==> config.mk <==
export PLATFORM = sky130hd
export DESIGN_NAME = seq_mul
export DESIGN_NICKNAME = d
export VERILOG_FILES = /design/src/rtl/seq_mul.sv
export SDC_FILE = /design/constraint.sdc
export NUM_CORES = 1
export LEC_CHECK = 0
export ABC_AREA = 1
export ABC_CLOCK_PERIOD_IN_PS = 2700
export BUFFER_PORTS_ARGS = -buffer_cell sky130_fd_sc_hd__buf_2
export CORE_UTILIZATION = 58
export CTS_BUF_LIST = sky130_fd_sc_hd__clkbuf_4 sky130_fd_sc_hd__clkbuf_8
export CTS_CLUSTER_DIAMETER = 150
export CTS_CLUSTER_SIZE = 14
export DETAILED_ROUTE_END_ITERATION = 12
export PLACE_DENSITY_LB_ADDON = 0.25
export SLEW_MARGIN = 20
export SYNTH_ARGS = -nofsm -noshare
export SYNTH_HDL_FRONTEND = slang
export SYNTH_SLANG_ARGS = --single-unit
==> constraint.sdc <==
create_clock -name clk -period 2.7 [get_ports clk]
set_input_delay 0.54 -clock clk [delete_from_list [all_inputs] [get_ports clk]]
set_output_delay 0.54 -clock clk [all_outputs]
set_load 0.03 [all_outputs]
==> src/rtl/seq_mul.sv <==
module seq_mul #(
  parameter int W = 32
) (
  input  logic           clk,
  input  logic           rst_n,
  input  logic           go,
  input  logic [W-1:0]   mcand,
  input  logic [W-1:0]   mplier,
  output logic           busy,
  output logic           fin,
  output logic [2*W-1:0] prod
);
  localparam int CW = $clog2(W + 1);

  logic [W-1:0]  mc_q;
  logic [CW-1:0] left_q;
  logic [W:0]    sum;

  assign sum = {1'b0, prod[2*W-1:W]} + (prod[0] ? {1'b0, mc_q} : '0);

  always_ff @(posedge clk or negedge rst_n) begin
    if (!rst_n) begin
      busy   <= 1'b0;
      fin    <= 1'b0;
      prod   <= '0;
      mc_q   <= '0;
      left_q <= '0;
    end else begin
      fin <= 1'b0;
      if (busy) begin
        prod   <= {sum, prod[W-1:1]};
        left_q <= left_q - 1'b1;
        if (left_q == CW'(1)) begin
          busy <= 1'b0;
          fin  <= 1'b1;
        end
      end else if (go) begin
        busy   <= 1'b1;
        mc_q   <= mcand;
        prod   <= {{W{1'b0}}, mplier};
        left_q <= CW'(W);
      end
    end
  end
endmodule


==> qor.yml <==
route:
  via_count: 6734
  detail-route-antenna-nets: 0
  remaining_drc_errors: 0
  dr.pass1.iters: 5
  wire_per_inst_um: 13.7
  drt_iter0_drc: 425
  routed_wl_um: 18000
  routed_via_density: 5.12
synth:
  syn_nets: 1147
  synth_cell_type_count: 31
  synthCells: 1045
  synthTopCellsByArea: "dfrtp_1 39%, nand2_1 28%, inv_1 8.5%"
  netlist.area_leader.share_pct: 38.6
  yosysTopAreaCell: "dfrtp_1"
  synth_area_per_cell_um2: 6.45
  ys_ff_latch: 104
  seq_area_frac_synth_pct: 38.6
  synth_area_um2: 6740
  yosys_warnings: 0
pwr:
  ir_drop_mv: 0.790
  p_leak_nw: 4.76
  power_per_cell_area_nw_per_um2: 1280
sta:
  hold_viol: 0
  slew_headroom_pct: 31.4
  worst_pin_slew_ns: 1.03
  fin_hold_ws_ns: 0.0876
  slew_viol_final: 0
  period_needed_ns: 2.19
  fin_setup_tns_ns: 0
  final.setup.worst_slack_ns: 0.512
  post-route-period-util_pct: 81.0
  rsz0062_at_grt: "false"
  finClkSkew_ns: 0.00569
  setup_viol: 0
  clock.fmax_mhz: 457
grt:
  grt_pass1_vias: 6442
  antenna_found_initial: 0
  grt_max_degree: 66
  grt_pass1_wl_um: 30300
  overflow: 0
  grtUsageTotal_pct: 32.9
cts:
  cts_root_buf: "clkbuf_8"
  post_cts_buffers: 0
  clk_pin_slew_ns: 0.10
  cts.path.max_buffers: 2
  cts_inserted_buffers: 9
  cts_hold_buf: 0
  cts-htree-levels: 3
  cts_tree: "yes"
  cts_resized: 0
  insertion_delay_ns: 0.38
  cts.sinks: 104
layout:
  drive_gt1_share_pct: 15.0
  antennaDiodeCount: 0
  final_nets: 1271
  areaGrowthSynthToFinish_pct: 15.5
critical_path:
  crit_top_cell: "nand2_1"
  r2r_end: "prod[52]"
  rrSetupSlack_ns: 0.51
  cp.required_ns: 2.97
  start_kind: "flop"
  cp_cell_sequence: "buf_4 -> nand2_1 -> inv_1 -> ha_1 -> or2_1 -> nand3_1 -> nand2_1 -> nand2_1 -> nand2_2 -> nand2_1 -> nand3_1 -> nand3_1 -> nand2_1"
  worstSetupPathType: "flop to flop"
  slowest_delay_ns: 0.40
  path_delay_family: "simple AND/OR/NAND/NOR gates"
  crit_arrival_ns: 2.46
  r2r_cells: 13
  path_max_fanout: 13
  worst-path-buf-inv: 2
  timing.rr.start: "prod[0]"
  crit_path_end_kind: "flop"
  crit_slowest_cell: "dfrtp_1"
worst_hold_path:
  holdCritPathClass: "primary input to async pin"
outcome:
  status: "finished clean"
placed_design:
  dp_hpwl_um: 13600
  finalWeightedCongestion: 1.00
  pre_cts_ws_ns: 0.529
  port_buffers: 132
floorplan:
  core_area_um2: 11100
  fp.dieW_um: 110
  ioPinCount: 133
  start_util_pct: 60.8
  die_area_um2: 12100
  rows: 38
  dieHeight_um: 110
run:
  drv_cap: 0
## power by group
| group | internal, mW | switching, mW |
|---|---|---|
| registers | 2.33 | 0.609 |
| clock network | 0.562 | 0.587 |
| logic | 1.87 | 4.00 |
| total | 4.77 | 5.20 |
## cells in the final DEF, fill, tap and decap left out, types with 3 or more instances in the layout
cell and count:
a21oi_1 29, buf_2 131, buf_4 9, clkbuf_8 10, dfrtp_1 103, ha_1 34
inv_1 152, inv_2 3, nand2_1 505, nand2_2 7, nand3_1 77, nand4_1 3
nor2_1 50, nor2_2 4, nor3_1 5, o21ai_0 20, o21ai_1 4, o21bai_1 3
## how the worst max path moves through the flow
stage                 start        to  slack, ns  cells past startpoint
floorplan           prod[0]  prod[59]       0.16                     17
global placement    prod[0]  prod[48]       0.48                     13
detailed placement  prod[0]  prod[48]       0.53                     13
CTS                 prod[0]  prod[48]       0.51                     13
global route        prod[0]  prod[49]       0.27                     15
finish              prod[0]  prod[52]       0.51                     13
## synth_stat cells
| master | instances |
|---|---|
| buf_1 | 2 |
| inv_2 | 3 |
| o21ai_0 | 20 |
| buf_2 | 14 |
| ha_1 | 34 |
| xnor2_1 | 2 |
| clkbuf_1 | 12 |
| fa_1 | 1 |
| inv_1 | 152 |
| clkinv_1 | 1 |
| nand3b_1 | 2 |
| nand2_1 | 505 |
| a32o_1 | 1 |
| xor2_1 | 1 |
| or2_2 | 1 |
| o22ai_1 | 2 |
| nor2_2 | 4 |
| nor3_1 | 5 |
| nand3_2 | 1 |
| or2_1 | 1 |
| o21bai_1 | 3 |
| or3_1 | 1 |
| a21oi_1 | 29 |
| dfrtp_1 | 104 |
| a21o_1 | 1 |
| nor2_1 | 51 |
| a21oi_2 | 1 |
| nand2_2 | 7 |
| nand3_1 | 77 |
| nand4_1 | 3 |
| o21ai_1 | 4 |
## sequential cells by signal, indices dropped and copies added (netlist names)
register / flops
busy: 1
mc_q: 32
prod: 64
fin: 1
left_q: 6
## per-stage QoR
stage / instances / utilization, % / instance area (um^2) / total power [mW]
6_report: 1314 / 70.2 / 7780 / 9.97
5_1_grt: 1314 / 70.2 / 7780 / 10.9
4_1_cts: 1314 / 70.2 / 7780 / 9.94
3_5_place_dp: 1298 / 68.1 / 7540 / 8.74
3_3_place_gp: 1298 / 68.1 / 7540 / 8.65
2_1_floorplan: 1045 / - / 6740 / 7.11
## cell families after synthesis
group	synth area share, %
AND/OR/NAND/NOR	39.0
buffers and inverters	10.5
flip-flops	38.6
AO/OA/AOI/OAI	4.85
adder cells (fa/ha/maj)	6.61
XOR/XNOR	0.390
## layout make-up
type / instances / area (um^2)
sequential: 104 / 2600
clock inverter: 6 / 98.8
multi-input combinational: 757 / 3430
timing repair buffer: 141 / 743
fill: 1007 / 3300
clock buffer: 10 / 138
tap: 140 / 175
inverter: 156 / 586
## metal layers
metal / share of wire (%) / global-route usage, % / up-vias
met5: 0 / 0 / -
met4: 2.1 / 9.24 / 0
met3: 7.8 / 8.65 / 28
met2: 45 / 52.8 / 245
met1: 45 / 43.7 / 3041
li1: - / - / 3420
Note: power is estimated with default switching activity, not from simulation.
